## config.mk

```make
export PLATFORM = sky130hd
export DESIGN_NAME = fxq_arith_unit
export DESIGN_NICKNAME = d
export VERILOG_FILES = /design/src/rtl/fxq_pkg.sv /design/src/rtl/fxq_fifo.sv /design/src/rtl/fxq_alu.sv /design/src/rtl/fxq_arith_unit.sv
export SDC_FILE = /design/constraint.sdc
export NUM_CORES = 1
export LEC_CHECK = 0
export ABC_AREA = 1
export BUFFER_PORTS_ARGS = -buffer_cell sky130_fd_sc_hd__buf_4
export CORE_UTILIZATION = 65
export DETAILED_ROUTE_END_ITERATION = 10
export PLACE_DENSITY = 0.83
export SLEW_MARGIN = 20
export SYNTH_ARGS = -nofsm -noshare
export SYNTH_HDL_FRONTEND = slang
export SYNTH_SLANG_ARGS = --single-unit
export TNS_END_PERCENT = 30
```

## constraint.sdc

```tcl
create_clock -name clk -period 7.61 [get_ports clk]
set_input_delay 1.1415 -clock clk [delete_from_list [all_inputs] [get_ports clk]]
set_output_delay 1.1415 -clock clk [all_outputs]
set_load 0.03 [all_outputs]
```

## src/rtl/fxq_pkg.sv

```systemverilog
package fxq_pkg;
   typedef enum logic {
      FXQ_OP_ADD = 1'b0,
      FXQ_OP_MUL = 1'b1
   } fxq_op_e;
endpackage

```

## src/rtl/fxq_fifo.sv

```systemverilog
module fxq_fifo #(
   parameter int WIDTH = 16,
   parameter int DEPTH = 2
) (
   input  logic             clk,
   input  logic             rst_n,
   input  logic             push_valid,
   output logic             push_ready,
   input  logic [WIDTH-1:0] push_data,
   output logic             pop_valid,
   input  logic             pop_ready,
   output logic [WIDTH-1:0] pop_data
);
   logic pop_fire;
   logic push_fire;

   assign pop_fire  = pop_valid && pop_ready;
   assign push_fire = push_valid && push_ready;

   generate
      if (DEPTH < 1) begin : g_bad_depth
         $error("fxq_fifo: DEPTH must be at least 1");
      end
      if (WIDTH < 1) begin : g_bad_width
         $error("fxq_fifo: WIDTH must be at least 1");
      end

      if (DEPTH == 1) begin : g_single
         logic             full_q;
         logic [WIDTH-1:0] word_q;

         assign pop_valid  = full_q;
         assign pop_data   = word_q;
         assign push_ready = !full_q || pop_fire;

         always_ff @(posedge clk) begin
            if (!rst_n) begin
               full_q <= 1'b0;
               word_q <= '0;
            end else begin
               if (push_fire) begin
                  full_q <= 1'b1;
                  word_q <= push_data;
               end else if (pop_fire) begin
                  full_q <= 1'b0;
               end
            end
         end
      end else begin : g_ring
         localparam int PW = $clog2(DEPTH);
         localparam int CW = $clog2(DEPTH + 1);

         logic [WIDTH-1:0] mem_q [DEPTH];
         logic [PW-1:0]    rd_q;
         logic [PW-1:0]    wr_q;
         logic [CW-1:0]    cnt_q;
         logic             full_w;

         function automatic logic [PW-1:0] step(input logic [PW-1:0] p);
            return (p == PW'(DEPTH - 1)) ? '0 : p + PW'(1);
         endfunction

         assign full_w     = (cnt_q == CW'(DEPTH));
         assign pop_valid  = (cnt_q != '0);
         assign pop_data   = mem_q[rd_q];
         assign push_ready = !full_w || pop_fire;

         always_ff @(posedge clk) begin
            if (!rst_n) begin
               rd_q  <= '0;
               wr_q  <= '0;
               cnt_q <= '0;
               for (int i = 0; i < DEPTH; i++) mem_q[i] <= '0;
            end else begin
               if (push_fire) begin
                  mem_q[wr_q] <= push_data;
                  wr_q        <= step(wr_q);
               end
               if (pop_fire) rd_q <= step(rd_q);
               if (push_fire && !pop_fire)      cnt_q <= cnt_q + CW'(1);
               else if (pop_fire && !push_fire) cnt_q <= cnt_q - CW'(1);
            end
         end
      end
   endgenerate
endmodule

```

## src/rtl/fxq_alu.sv

```systemverilog
module fxq_alu
   import fxq_pkg::*;
#(
   parameter int INT_BITS  = 3,
   parameter int FRAC_BITS = 12
) (
   input  fxq_op_e                        op,
   input  logic [INT_BITS+FRAC_BITS:0]    opa,
   input  logic [INT_BITS+FRAC_BITS:0]    opb,
   output logic [INT_BITS+FRAC_BITS:0]    res
);
   localparam int W  = 1 + INT_BITS + FRAC_BITS;
   localparam int DW = 2 * W;

   generate
      if (INT_BITS < 0 || FRAC_BITS < 1) begin : g_bad_fmt
         $error("fxq_alu: need INT_BITS >= 0 and FRAC_BITS >= 1");
      end
   endgenerate

   logic [DW-1:0] ext_a;
   logic [DW-1:0] ext_b;
   logic [DW-1:0] prod;
   logic [W-1:0]  sum;

   assign ext_a = {{W{opa[W-1]}}, opa};
   assign ext_b = {{W{opb[W-1]}}, opb};
   assign prod  = ext_a * ext_b;
   assign sum   = opa + opb;

   always_comb begin
      unique case (op)
         FXQ_OP_MUL: res = prod[FRAC_BITS+W-1:FRAC_BITS];
         default:    res = sum;
      endcase
   end
endmodule

```

## src/rtl/fxq_arith_unit.sv

```systemverilog
module fxq_arith_unit
   import fxq_pkg::*;
#(
   parameter int INT_BITS  = 3,
   parameter int FRAC_BITS = 12,
   parameter int A_DEPTH   = 2,
   parameter int B_DEPTH   = 2,
   parameter int R_DEPTH   = 2
) (
   input  logic                        clk,
   input  logic                        rst_n,
   input  logic                        a_valid,
   output logic                        a_ready,
   input  logic [INT_BITS+FRAC_BITS:0] a_data,
   input  logic                        a_op,
   input  logic                        b_valid,
   output logic                        b_ready,
   input  logic [INT_BITS+FRAC_BITS:0] b_data,
   output logic                        r_valid,
   input  logic                        r_ready,
   output logic [INT_BITS+FRAC_BITS:0] r_data
);
   localparam int W  = 1 + INT_BITS + FRAC_BITS;
   localparam int AW = W + 1;

   logic          a_head_v;
   logic [AW-1:0] a_head;
   logic          b_head_v;
   logic [W-1:0]  b_head;
   logic          r_slot;
   logic [W-1:0]  alu_res;
   logic          fire;

   assign fire = a_head_v && b_head_v && r_slot;

   fxq_fifo #(.WIDTH(AW), .DEPTH(A_DEPTH)) u_qa (
      .clk(clk), .rst_n(rst_n),
      .push_valid(a_valid), .push_ready(a_ready), .push_data({a_op, a_data}),
      .pop_valid(a_head_v), .pop_ready(fire), .pop_data(a_head)
   );

   fxq_fifo #(.WIDTH(W), .DEPTH(B_DEPTH)) u_qb (
      .clk(clk), .rst_n(rst_n),
      .push_valid(b_valid), .push_ready(b_ready), .push_data(b_data),
      .pop_valid(b_head_v), .pop_ready(fire), .pop_data(b_head)
   );

   fxq_alu #(.INT_BITS(INT_BITS), .FRAC_BITS(FRAC_BITS)) u_alu (
      .op(fxq_op_e'(a_head[AW-1])),
      .opa(a_head[W-1:0]),
      .opb(b_head),
      .res(alu_res)
   );

   fxq_fifo #(.WIDTH(W), .DEPTH(R_DEPTH)) u_qr (
      .clk(clk), .rst_n(rst_n),
      .push_valid(fire), .push_ready(r_slot), .push_data(alu_res),
      .pop_valid(r_valid), .pop_ready(r_ready), .pop_data(r_data)
   );
endmodule

```

==> impl_metrics.py, run 1 <==
metrics = {
    "status": {
        "status": "finished with violations",
        "violations": "design-rule violations",
    },
    "route": {
        "vias_per_cell": 5.69,
        "ant_nets": 0,
        "firstDrtPassIters": 9,
        "drt_iter0_markers": 1186,
        "drc": 3,
        "vias": 12000,
        "drt-wirelength-per-cell_um": 19.7,
        "drt-total-wl_um": 41400,
    },
    "die": {
        "initial_core_util": 0.666,
        "ios": 57,
        "die_w_um": 152,
        "dieArea_um2": 23100,
        "fp.dieH_um": 152,
        "fp-row-count": 54,
        "core_area_um2": 22000,
    },
    "final_layout": {
        "multi_input_area_um2": 9660,
        "diodes": 0,
        "nFillCells": 1658,
        "syn2layout_area_growth_pct": 9.90,
        "nNetsFinal": 2166,
        "drive_gt1_frac": 0.105,
        "seq_area_um2": 3240,
    },
    "grt": {
        "track_usage": 0.382,
        "overflow": 0,
        "grt_pass1_wl_um": 66500,
        "grt_pass1_vias": 12500,
        "antenna_found_initial": 0,
        "grt_start_max_net_pins": 24,
    },
    "clock_tree": {
        "htreeDepth": 4,
        "cts-buffers-inserted": 17,
        "postCtsHoldBufs": 0,
        "clock_path_buffers": 2,
        "cts_tree": "yes",
        "clk_pin_slew_ns": 0.06,
        "clock_sinks": 113,
        "root_buffer": "clkbuf_16",
        "cts_post_setup_buffers_inserted": 0,
        "clock_latency_ns": 0.43,
    },
    "synthesis": {
        "synthMuxAreaShare": 0.0130,
        "yosys.cell_types.count": 40,
        "synthTopCellsByArea": "fa_1 (31%), edfxtp_1 (20%), inv_1 (10%), nand2_1 (8.0%), ha_1 (7.9%)",
        "syn_nets": 2097,
        "synth_seq_cells": 113,
        "yosysMostFrequentCell": "inv_1",
        "synth-xor-area-share": 0.00898,
        "synth_flop_cell": "edfxtp_1",
        "synthSimpleGateAreaFrac": 0.183,
        "yosysSeqAreaShare": 0.222,
        "synth_top_cell_by_area": "fa_1",
        "synth_compound_area_frac": 0.0630,
        "netlist_area_um2": 14600,
        "synth_top_family_by_area": "adder cells",
        "synth_edf_count": 98,
        "async_reset_ff_frac": 0,
        "synthCells": 1738,
        "synth_adder_area_share": 0.392,
        "yosys_warnings": 0,
        "syn_area_per_cell_um2": 8.42,
        "yosys-top-cells-count": "inv_1 (396), nand2_1 (311), nor2_1 (249)",
        "synth_top_cell_area_share": 0.313,
    },
    "setup_path": {
        "reg2reg_depth": 27,
        "crit_path_end_kind": "flip-flop",
        "cp-endpoint": "u_qr.g_ring.mem_q[1][15]",
        "cp_max_fo": 17,
        "arrival_ns": 7.34,
        "required_ns": 7.77,
        "timing.rr.end": "u_qr.g_ring.mem_q[1][15]",
        "critPathKind": "flip-flop to flip-flop",
        "r2r_setup_slack_ns": 0.42,
        "start_kind": "flip-flop",
    },
    "sta": {
        "finalHoldViolCount": 0,
        "setup_violations": 0,
        "tightest_slew_ns": 0.802,
        "period_needed_ns": 7.19,
        "max-slew-margin-rel": 0.462,
        "fmax_mhz": 139,
        "rsz0062_at_grt": "no",
        "finClkSkew_ns": 0.0136,
        "drv_slew": 0,
        "final.period_utilization": 0.944,
        "tns_ns": 0,
    },
    "run": {
        "drv_cap": 0,
    },
    "place": {
        "place.gp.congestion": 0.981,
        "dpl.hpwl_um": 33100,
        "port_buffers": 56,
    },
    "worst_hold_path": {
        "hold_path_class": "flip-flop to flip-flop",
    },
}
-- cells in the final DEF (no fill, tap or decap), types with 10 or more instances in the layout --
| master | synthesis | layout |
|---|---|---|
| ha_1 | 92 | 92 |
| nor2_1 | 249 | 249 |
| a21oi_1 | 65 | 65 |
| inv_1 | 396 | 396 |
| edfxtp_1 | 98 | 98 |
| dfxtp_1 | 15 | 15 |
| clkbuf_16 | 0 | 17 |
| o21ai_0 | 50 | 48 |
| nand3_1 | 41 | 41 |
| o21ai_1 | 8 | 10 |
| or2_2 | 21 | 21 |
| clkinv_1 | 13 | 12 |
| buf_4 | 1 | 86 |
| mux2_2 | 16 | 16 |
| fa_1 | 229 | 229 |
| nand2_1 | 311 | 311 |
| o21ai_2 | 16 | 16 |
| xor2_1 | 10 | 10 |
-- logic make-up after synthesis --
family	after synthesis
AO/OA/AOI/OAI	162
adder cells (fa/ha/maj)	321
flip-flops	113
XOR/XNOR	15
multiplexers	17
AND/OR/NAND/NOR	658
buffers and inverters	452
-- area by class of cell --
class / count / area share
clock buffers: 17 / 0.0264
clock inverters: 15 / 0.0121
inverters: 416 / 0.0973
multi-input cells: 1173 / 0.601
flip-flops and latches: 113 / 0.202
well taps: 280 / 0.0218
repair buffers: 86 / 0.0401
-- what timing repair did --
| item | 4_1_cts | 5_1_grt |
|---|---|---|
| setup endpoints to repair | 0 | 4 |
| hold endpoints to repair | 0 | 0 |
| resized for setup | 0 | 1 |
-- registers in the layout, summed over array words and instances, names as in the netlist, named ones only --
name and count:
u_qa.g_ring.cnt_q 2, u_qa.g_ring.mem_q 34, u_qa.g_ring.rd_q 1, u_qa.g_ring.wr_q 1, u_qb.g_ring.cnt_q 2, u_qb.g_ring.mem_q 32
u_qb.g_ring.rd_q 1, u_qb.g_ring.wr_q 1, u_qr.g_ring.cnt_q 2, u_qr.g_ring.mem_q 32, u_qr.g_ring.rd_q 1, u_qr.g_ring.wr_q 1
-- per-stage QoR --
stage / hold WS, ns / worst slack, ns / util / area [um^2] / instances
finish: 0.453 / 0.424 / 0.732 / 16100 / 2100
global route: 0.484 / 0.0333 / 0.732 / 16100 / 2100
CTS: 0.451 / 0.355 / 0.732 / 16100 / 2100
detailed placement: 0.444 / 0.366 / 0.704 / 15500 / 2068
global placement: 0.436 / 0.430 / 0.704 / 15500 / 2068
floorplan: 0.426 / 1.37 / - / 14600 / 1738
-- worst max-delay path: stages, from the launching register on --
cell	delay, ns
dfxtp_1	0.45
inv_2	0.18
or2_2	0.31
o21ai_2	0.27
clkinvlp_4	0.50
ha_1	0.32
inv_1	0.08
fa_1	0.41
inv_1	0.09
fa_1	0.44
fa_1	0.47
fa_1	0.44
fa_1	0.51
inv_1	0.05
fa_1	0.47
inv_1	0.04
ha_1	0.42
nand2_1	0.16
nor2_1	0.33
o21ai_0	0.26
a21oi_1	0.20
nor2_1	0.05
nand2_1	0.15
inv_1	0.06
nand2_1	0.06
nand3_1	0.06
nand2_1	0.09
nor2_1	0.04
-- worst min-delay path by stage --
| stage | depth (start not counted) | slack [ns] | startpoint | to |
|---|---|---|---|---|
| after global placement | 1 | 0.44 | u_qb.g_ring.rd_q | u_qb.g_ring.rd_q |
| after global routing | 1 | 0.48 | u_qa.g_ring.rd_q | u_qa.g_ring.rd_q |
| after floorplan | 1 | 0.43 | u_qa.g_ring.rd_q | flip-flop |
| after CTS | 1 | 0.45 | u_qb.g_ring.rd_q | u_qb.g_ring.rd_q |
| final | 1 | 0.45 | u_qb.g_ring.rd_q | u_qb.g_ring.rd_q |
| after detailed placement | 1 | 0.44 | u_qb.g_ring.rd_q | u_qb.g_ring.rd_q |
-- per-layer routing --
layer,global-route usage,part of all wire,up-vias,wire length (um)
met5,0,0,-,0
met4,0.184,0.051,0,2100
met3,0.0853,0.095,150,3920
met2,0.645,0.48,627,20000
met1,0.469,0.37,5779,15400
li1,-,-,5394,-
Power of run 1 is left out: the tool's default activity adds up to more than one toggle a clock period on the data nets, which glitch-free logic cannot reach.
==> inputs of run 2 (changes only) <==
ABC_AREA = unset   (was 1)
CTS_CLUSTER_DIAMETER = 120   (was unset)
==> run 2 against run 1 <==
  * The run now ends clean
  * Sequential share of layout area grew 0.65 points
  * Routed wire length decreased by 11%
  * Worst setup slack better by 0.070 ns
  * Hold slack better by 0.059 ns
  * Via count fell by 13%
  * Final area is 3.1% lower
  * Global-route usage is 1.5 points lower
  * Critical path depth is 6 lower
  * Critical path type unchanged
==> impl_metrics.py, run 2 <==
metrics = {
    "clock_tree": {
        "htreeDepth": 4,
        "clock_sinks": 113,
        "clk_pin_slew_ns": 0.07,
        "cts_tree": "yes",
        "clock_latency_ns": 0.43,
        "post_cts_resized": 0,
        "root_buffer": "clkbuf_16",
        "clock_path_buffers": 2,
        "postCtsHoldBufs": 0,
        "cts_post_setup_buffers_inserted": 0,
        "cts-buffers-inserted": 17,
    },
    "synthesis": {
        "syn_area_per_cell_um2": 9.93,
        "synthTopCellsByArea": "fa_1 (33%), edfxtp_1 (21%), ha_1 (8.2%), inv_1 (7.7%), nor2_1 (4.2%)",
        "async_reset_ff_frac": 0,
        "synth_seq_cells": 113,
        "synthCells": 1412,
        "netlist_area_um2": 14000,
        "synth_flop_cell": "edfxtp_1",
        "yosysMostFrequentCell": "inv_1",
        "yosys.cell_types.count": 66,
        "yosys-top-cells-count": "inv_1 (288), fa_1 (229), nor2_1 (158)",
        "synth_adder_area_share": 0.409,
        "syn_nets": 1771,
        "synthMuxAreaShare": 0.0404,
        "synth_top_cell_by_area": "fa_1",
        "yosys_warnings": 0,
        "synth_compound_area_frac": 0.0503,
        "synth_edf_count": 98,
        "synth_top_family_by_area": "adder cells",
        "yosysSeqAreaShare": 0.231,
        "synth_top_cell_area_share": 0.327,
        "synthSimpleGateAreaFrac": 0.140,
        "synth-xor-area-share": 0.0344,
    },
    "die": {
        "core_area_um2": 21100,
        "die_w_um": 149,
        "fp.dieH_um": 149,
        "initial_core_util": 0.665,
        "ios": 57,
        "fp-row-count": 53,
        "dieArea_um2": 22200,
    },
    "final_layout": {
        "nFillCells": 1491,
        "syn2layout_area_growth_pct": 11.1,
        "regMostFlops": "u_qa.g_ring.mem_q",
        "top_regs": "u_qa.g_ring.mem_q (34), u_qb.g_ring.mem_q (32), u_qr.g_ring.mem_q (32)",
        "largest_reg_flops": 34,
        "nNetsFinal": 1862,
        "final_common_cell": "inv_1",
        "multi_input_area_um2": 9460,
        "drive_gt1_frac": 0.119,
        "seq_area_um2": 3240,
        "most-common-layout-cells": "inv_1 (288), fa_1 (229), nor2_1 (158), nand2_1 (137), buf_4 (110)",
        "diodes": 0,
    },
    "worst_hold_path": {
        "hold_start": "u_qa.g_ring.cnt_q[1]",
        "hold_path_class": "flip-flop to flip-flop",
    },
    "setup_path": {
        "crit_path_end_kind": "flip-flop",
        "cp_max_fo": 12,
        "required_ns": 7.77,
        "critPathKind": "flip-flop to flip-flop",
        "arrival_ns": 7.27,
        "r2r_setup_slack_ns": 0.49,
        "start_kind": "flip-flop",
    },
    "route": {
        "drc": 0,
        "firstDrtPassIters": 5,
        "drt-wirelength-per-cell_um": 20.6,
        "drt-total-wl_um": 37000,
        "vias_per_cell": 5.77,
        "vias": 10300,
        "ant_nets": 0,
        "drt_iter0_markers": 911,
    },
    "grt": {
        "overflow": 0,
        "antenna_found_initial": 0,
        "grt_pass1_vias": 11500,
        "track_usage": 0.367,
        "grt_pass1_wl_um": 59600,
        "grt_start_max_net_pins": 28,
    },
    "place": {
        "port_buffers": 56,
        "dpl.hpwl_um": 29000,
        "place.gp.congestion": 1.06,
    },
    "sta": {
        "tightest_slew_ns": 0.964,
        "max-slew-margin-rel": 0.345,
        "period_needed_ns": 7.12,
        "tns_ns": 0,
        "fmax_mhz": 141,
        "rsz0062_at_grt": "no",
        "finalHoldViolCount": 0,
        "finClkSkew_ns": 0.0124,
        "setup_violations": 0,
        "drv_slew": 0,
        "final.period_utilization": 0.935,
    },
    "status": {
        "status": "finished, final reports clean",
    },
    "run": {
        "drv_cap": 0,
    },
}
## run 2: cell types whose count changed after synthesis, moves of 34 or more
cell	change
xnor2_1	+34
a21oi_1	-40
nand2_1	-174
nor2_1	-91
and2_1	+83
nand3_1	-37
inv_1	-108
## run 2: final cells by class
class                      count  share of cell area
clock buffer                  17              0.0273
clock inverter                15              0.0101
inverter                     300              0.0723
multi-input combinational    961               0.607
sequential                   113               0.208
tap                          275              0.0221
timing repair buffer         110              0.0530
## run 2: critical path, stage by stage, from the launching register on
cell	delay (ns)
dfxtp_1	0.33
buf_4	0.27
mux2i_1	0.28
buf_4	0.24
clkinv_1	0.24
nand2_1	0.16
fa_1	0.45
fa_1	0.58
fa_1	0.45
fa_1	0.55
inv_1	0.05
fa_1	0.49
fa_1	0.44
ha_1	0.25
or4_4	0.55
a221oi_4	0.23
o31ai_2	0.15
o31ai_4	0.31
nand2_2	0.16
a311o_1	0.34
a31oi_1	0.25
nor2_1	0.06
## run 2: layer usage
metal | wire (um) | vias up | share of wire | track usage
met2 | 18000 | 477 | 0.49 | 0.611
met5 | 0 | - | 0 | 0
met4 | 2270 | 0 | 0.061 | 0.224
met1 | 13700 | 5166 | 0.37 | 0.441
li1 | - | 4545 | - | -
met3 | 2970 | 155 | 0.080 | 0.0758
## run 2: cells by family after synthesis
group                      count (synthesis)
adders and majority gates                321
muxes                                     51
AOI/OAI and AO/OA                        104
xor gates and xnor gates                  55
buffers and inverters                    338
DFF                                      113
and+or+nand+nor                          430
## run 2: path summary, 6_finish.rpt
path | end | cells past startpoint
setup / recovery | u_qr.g_ring.mem_q[1][14] | 21
setup reg to reg | u_qr.g_ring.mem_q[1][14] | 21
hold reg to reg | u_qa.g_ring.cnt_q[1] | 2
hold / removal | u_qa.g_ring.cnt_q[1] | 2
## run 2: per-stage QoR
stage,area (um^2),hold WS (ns),cells,utilization,setup WS (ns)
2_1_floorplan,14000,0.477,1412,-,0.438
3_3_place_gp,15000,0.496,1759,0.711,0.765
3_5_place_dp,15000,0.513,1759,0.711,0.671
4_1_cts,15600,0.520,1791,0.739,0.575
5_1_grt,15600,0.568,1791,0.739,0.322
6_report,15600,0.512,1791,0.739,0.494
Power of run 2 is left out for the same reason.
